### src/rtl/lspwm_pkg.sv
package lspwm_pkg;

   typedef enum logic [1:0] {
      ARR_SAME  = 2'd0,
      ARR_SPLIT = 2'd1,
      ARR_ALT   = 2'd2,
      ARR_RSVD  = 2'd3
   } arr_e;

   // Whether band k runs in antiphase for the given arrangement.
   function automatic logic band_flip(arr_e arr, int k, int nb);
      case (arr)
         ARR_SPLIT: return (k < nb / 2);
         ARR_ALT:   return (k % 2 == 1);
         default:   return 1'b0;
      endcase
   endfunction

endpackage

### src/rtl/lspwm_ramp.sv
module lspwm_ramp #(
   parameter int H  = 1000,
   parameter int CW = 10
) (
   input  logic          clk,
   input  logic          rst_n,
   output logic [CW-1:0] cnt,
   output logic          peak
);
   localparam logic [CW-1:0] TOP = CW'(H);

   logic up;

   always_ff @(posedge clk) begin
      if (!rst_n) begin
         cnt <= '0;
         up  <= 1'b1;
      end else if (up) begin
         if (cnt == TOP) begin
            up  <= 1'b0;
            cnt <= cnt - 1'b1;
         end else begin
            cnt <= cnt + 1'b1;
         end
      end else begin
         if (cnt == '0) begin
            up  <= 1'b1;
            cnt <= cnt + 1'b1;
         end else begin
            cnt <= cnt - 1'b1;
         end
      end
   end

   assign peak = rst_n && (cnt == TOP);

endmodule

### src/rtl/lspwm_shape.sv
module lspwm_shape #(
   parameter int H      = 1000,
   parameter int CW     = 10,
   parameter int TRAP_K = 2
) (
   input  logic [CW-1:0] cnt,
   input  logic          trap_en,
   output logic [CW-1:0] s
);
   localparam int SW = CW + $clog2(TRAP_K) + 2;
   localparam logic signed [SW-1:0] K_S   = SW'(TRAP_K);
   localparam logic signed [SW-1:0] OFF_S = SW'((TRAP_K - 1) * H / 2);
   localparam logic signed [SW-1:0] TOP_S = SW'(H);

   logic signed [SW-1:0] lin;

   always_comb begin
      lin = $signed(SW'(cnt)) * K_S - OFF_S;
      if (!trap_en)
         s = cnt;
      else if (lin < 0)
         s = '0;
      else if (lin > TOP_S)
         s = CW'(H);
      else
         s = CW'(lin);
   end

endmodule

### src/rtl/lspwm_band.sv
module lspwm_band #(
   parameter int REF_W = 16,
   parameter int CW    = 10,
   parameter int H     = 1000,
   parameter int NB    = 6,
   parameter int IDX   = 0
) (
   input  logic signed [REF_W-1:0] ref_q,
   input  logic        [CW-1:0]    s,
   input  logic                    flip,
   output logic                    hit
);
   localparam logic signed [REF_W-1:0] FLOOR = REF_W'(IDX * H - (NB / 2) * H);

   logic        [CW-1:0]    v;
   logic signed [REF_W-1:0] car;

   always_comb begin
      v   = flip ? (CW'(H) - s) : s;
      car = FLOOR + $signed(REF_W'(v));
      hit = (ref_q > car);
   end

endmodule

### src/rtl/lspwm_leg.sv
module lspwm_leg
   import lspwm_pkg::*;
#(
   parameter int CLK_HZ     = 2_700_000,
   parameter int CARRIER_HZ = 1350,
   parameter int LEVELS     = 7,
   parameter int REF_W      = 16,
   parameter int TRAP_K     = 2,
   localparam int NB        = LEVELS - 1,
   localparam int LW        = $clog2(LEVELS)
) (
   input  logic                    clk,
   input  logic                    rst_n,
   input  logic signed [REF_W-1:0] ref_in,
   input  logic        [1:0]       arr_sel,
   input  logic                    trap_en,
   output logic        [NB-1:0]    gate_cmp,
   output logic        [LW-1:0]    level,
   output logic                    peak_stb
);
   localparam int H  = CLK_HZ / (2 * CARRIER_HZ);
   localparam int CW = $clog2(H + 1);

   // elaboration-time parameter checks
   if (LEVELS < 3 || LEVELS % 2 == 0) begin : g_bad_levels
      $error("LEVELS must be odd and at least 3");
   end
   if (H < 2 || H % 2 != 0) begin : g_bad_half
      $error("CLK_HZ/(2*CARRIER_HZ) must be even and at least 2");
   end
   if (TRAP_K < 2) begin : g_bad_gain
      $error("TRAP_K must be at least 2");
   end
   if ((NB / 2) * H >= (1 << (REF_W - 1))) begin : g_bad_refw
      $error("REF_W too narrow for the stacked band range");
   end

   logic [CW-1:0]           cnt;
   logic [CW-1:0]           shaped;
   logic signed [REF_W-1:0] ref_q;
   logic [NB-1:0]           flip;
   logic [NB-1:0]           hit;
   logic [LW-1:0]           lvl_d;
   arr_e                    arr;

   assign arr = arr_e'(arr_sel);

   lspwm_ramp #(.H(H), .CW(CW)) i_ramp (
      .clk   (clk),
      .rst_n (rst_n),
      .cnt   (cnt),
      .peak  (peak_stb)
   );

   lspwm_shape #(.H(H), .CW(CW), .TRAP_K(TRAP_K)) i_shape (
      .cnt     (cnt),
      .trap_en (trap_en),
      .s       (shaped)
   );

   always_ff @(posedge clk) begin
      if (!rst_n)
         ref_q <= '0;
      else if (peak_stb)
         ref_q <= ref_in;
   end

   for (genvar k = 0; k < NB; k++) begin : g_band
      assign flip[k] = band_flip(arr, k, NB);
      lspwm_band #(
         .REF_W (REF_W),
         .CW    (CW),
         .H     (H),
         .NB    (NB),
         .IDX   (k)
      ) i_band (
         .ref_q (ref_q),
         .s     (shaped),
         .flip  (flip[k]),
         .hit   (hit[k])
      );
   end

   assign lvl_d = LW'($countones(hit));

   always_ff @(posedge clk) begin
      if (!rst_n) begin
         gate_cmp <= '0;
         level    <= '0;
      end else begin
         gate_cmp <= hit;
         level    <= lvl_d;
      end
   end

endmodule

### config.mk
export PLATFORM = sky130hd
export DESIGN_NAME = lspwm_leg
export DESIGN_NICKNAME = d
export VERILOG_FILES = /design/src/rtl/lspwm_pkg.sv /design/src/rtl/lspwm_ramp.sv /design/src/rtl/lspwm_shape.sv /design/src/rtl/lspwm_band.sv /design/src/rtl/lspwm_leg.sv
export SDC_FILE = /design/constraint.sdc
export NUM_CORES = 1
export LEC_CHECK = 0
export ABC_AREA = 1
export BUFFER_PORTS_ARGS = -buffer_cell sky130_fd_sc_hd__clkbuf_2
export CAP_MARGIN = 30
export CELL_PAD_IN_SITES_DETAIL_PLACEMENT = 1
export CELL_PAD_IN_SITES_GLOBAL_PLACEMENT = 1
export CORE_ASPECT_RATIO = 1.25
export CORE_MARGIN = 3
export CORE_UTILIZATION = 30
export CTS_CLUSTER_DIAMETER = 60
export DETAILED_ROUTE_END_ITERATION = 12
export GPL_ROUTABILITY_DRIVEN = 0
export GPL_TIMING_DRIVEN = 0
export PLACE_DENSITY_LB_ADDON = 0.2
export SLEW_MARGIN = 10
export SYNTH_ARGS = -nofsm -noshare
export SYNTH_HDL_FRONTEND = slang
export SYNTH_SLANG_ARGS = --single-unit
### constraint.sdc
create_clock -name clk -period 7.8 [get_ports clk]
set_input_delay 0 -clock clk [delete_from_list [all_inputs] [get_ports clk]]
set_output_delay 0 -clock clk [all_outputs]
set_load 0.01 [all_outputs]
==> impl_metrics.env <==
export IMPL_critPathLaunchType="flop"
export IMPL_min_period_over_period_pct=84.6
export IMPL_setup_violations=0
export IMPL_ys_flop_type="dfxtp_1"
export IMPL_num_vias=4875
export IMPL_grt_pass1_vias=5078
export IMPL_synthAdderAreaFrac_pct=22.7
export IMPL_yosysWarnings=0
export IMPL_cts_setup_buffers=0
export IMPL_synth_cell_area_um2=4610
export IMPL_drt_first_pass_iters=4
export IMPL_powerDensity_nw_per_um2=111
export IMPL_slowest_stage="o32ai_1"
export IMPL_cts_tree="built"
export IMPL_fmax_ghz=0.152
export IMPL_hold_viol=0
export IMPL_synth_compound_area_share_pct=15.7
export IMPL_yosys_area_share_simple_pct=34.3
export IMPL_drive_above_1_share_pct=10.1
export IMPL_synth_xor_xnor_area_share_pct=3.80
export IMPL_ys_top_cells_by_count="166 x nand2_1, 79 x ha_1, 77 x inv_1"
export IMPL_diodes=0
export IMPL_synth_top_family_by_area="simple AND/OR/NAND/NOR gates"
export IMPL_synth_top_area_share_pct=21.4
export IMPL_ys_seq_elements=36
export IMPL_synth_edf_count=0
export IMPL_worstHoldPathType="in -> reg"
export IMPL_grt_overflow_total=0
export IMPL_fin_ws_ns=1.20
export IMPL_cts_buffer_depth=2
export IMPL_ys_seq_area_share_pct=15.6
export IMPL_fin_tns_setup_ns=0
export IMPL_slowest_delay_ns=0.55
export IMPL_hpwlAfterDp_um=12900
export IMPL_area_delta_synth_final_pct=15.7
export IMPL_final_core_util_pct=35.5
export IMPL_fp_dieW_um=117
export IMPL_yosys_top_cells_area="ha_1 21%, dfxtp_1 16%, nand2_1 14%"
export IMPL_core_um2=15000
export IMPL_hold_buffers=16
export IMPL_drt_iter0_drc=171
export IMPL_synth_cell_types=45
export IMPL_multiInputGateArea_um2=3530
export IMPL_path_clk_slew_ns=0.06
export IMPL_htree_levels=2
export IMPL_die_area_um2=16900
export IMPL_crit_required_ns=8.03
export IMPL_worst_ep_arrival_time_ns=6.82
export IMPL_routed_wl_um=15400
export IMPL_tightest_slew_ns=0.737
export IMPL_min_from="rst_n"
export IMPL_rsz0062_at_grt="no"
export IMPL_avgSynthCellArea_um2=6.52
export IMPL_die_h_um=145
export IMPL_grt_pass1_wl_um=25100
export IMPL_regArea_um2=721
export IMPL_drcViolationCount=0
export IMPL_insertion_delay_ns=0.28
export IMPL_syn_inst=708
export IMPL_ant_nets=0
export IMPL_synthMuxAreaShare_pct=0
export IMPL_vias_per_cell=5.16
export IMPL_grt_max_degree=12
export IMPL_syn_nets=811
export IMPL_pre_cts_ws_ns=1.19
export IMPL_yosys_area_top_type="ha_1"
export IMPL_cts_resized=0
export IMPL_cp_num_buf_inv=5
export IMPL_cts_made_buffers=5
export IMPL_drv_slew=0
export IMPL_antenna_found_initial=0
export IMPL_grtUsageTotal_pct=18.9
export IMPL_peakVddDrop_v=0.0000890
export IMPL_max_slew_margin_pct=50.5
export IMPL_io_buffers=29
export IMPL_postSynth_asyncResetShare_pct=0
export IMPL_nets=864
export IMPL_status="completed"
export IMPL_crit_family="adder cells"
export IMPL_start_util_pct=30.7
export IMPL_rows=50
export IMPL_path_class="reg -> reg"
export IMPL_r2r_start="i_ramp.cnt[1]"
export IMPL_cts_root_buf="clkbuf_16"
export IMPL_avgRoutedWirePerCell_um=16.3
export IMPL_min_period_ns=6.60
export IMPL_drv_cap=0
export IMPL_fill_cells=1954
export IMPL_cp_end_kind="flop"
export IMPL_worstSetupStartpoint="i_ramp.cnt[1]"
export IMPL_ioPinCount=31
export IMPL_leakagePower_nw=2.72
export IMPL_cp_common_cell="nand2_1"
export IMPL_cts_sinks=36
export IMPL_yosysMostFrequentCell="nand2_1"
export IMPL_critPathMaxFanout=9
export IMPL_fin_skew_ns=0.00302
==> cell type report <==
class / instances / area share, %
Buffer: 15 / 1.10
Clock buffer: 7 / 2.86
Clock inverter: 1 / 0.563
Inverter: 81 / 5.70
Multi-Input combinational cell: 576 / 66.1
Sequential cell: 36 / 13.5
Tap cell: 182 / 4.27
Timing Repair Buffer: 46 / 5.86
==> worst min-delay path, cell delays in order <==
cell and delay [ns]:
clkbuf_2 0.13, o21ai_0 0.08, a21oi_1 0.04
==> report_power, final <==
group	internal, mW	leakage (nW)	switching [mW]	total, mW
combinational	0.0565	2.34	0.0989	0.155
clock	0.168	0.0901	0.0765	0.245
sequential	0.187	0.293	0.00267	0.190
==> cell families after synthesis <==
kind of cell | count (synthesis)
buffers and inverters | 96
xor gates and xnor gates | 20
DFF | 36
and+or+nand+nor | 354
adders and majority gates | 82
AOI/OAI and AO/OA | 120
==> state kept, by name, summed over array words and instances, names as in the netlist <==
name / cells
gate_cmp: 6
ref_q: 16
i_ramp.up: 1
i_ramp.cnt: 10
level: 3
==> placed cells by master (no fill, tap or decap), types with 3 or more instances in the layout <==
| cell type | instances |
|---|---|
| nand2_1 | 166 |
| ha_1 | 79 |
| inv_1 | 77 |
| nor2_1 | 70 |
| nand3_1 | 47 |
| o21ai_0 | 41 |
| a21oi_1 | 40 |
| dfxtp_1 | 36 |
| clkbuf_2 | 29 |
| xor2_1 | 19 |
| dlygate4sd3_1 | 16 |
| nor3_1 | 14 |
| nand2_2 | 13 |
| nand4_1 | 13 |
| clkbuf_1 | 11 |
| nor2_2 | 7 |
| o21ai_1 | 7 |
| nand3b_1 | 6 |
| o21a_1 | 5 |
| a211oi_1 | 5 |
| clkbuf_16 | 5 |
| nor4_1 | 4 |
| o211ai_1 | 4 |
| and2_1 | 3 |
| nand2_4 | 3 |
| o21ai_2 | 3 |
| fa_1 | 3 |
==> path summary, 6_finish.rpt <==
kind	cells after the start	slack (ns)	end
setup reg to reg	31	1.20	level[1]
setup / recovery	31	1.20	level[1]
hold reg to reg	2	0.51	ref_q[0]
hold / removal	3	0.03	i_ramp.cnt[1]
==> layer usage <==
metal	track usage [%]	up-vias	share of wire (%)
met1	20.9	2343	41
met2	37.4	50	56
li1	-	2468	-
met5	0	-	0
met3	3.10	14	2.5
met4	3.32	0	1.2
==> stage by stage <==
stage	power, mW	instance area [µm²]	hold slack [ns]	std cells
finish	0.590	5340	0.0260	944
global route	0.631	5340	0.0652	944
CTS	0.597	5330	0.0307	943
detailed placement	0.343	4990	0.233	919
global placement	0.338	4990	0.221	919
floorplan	0.299	4610	0.135	708
(Power assumes the default switching activity.)
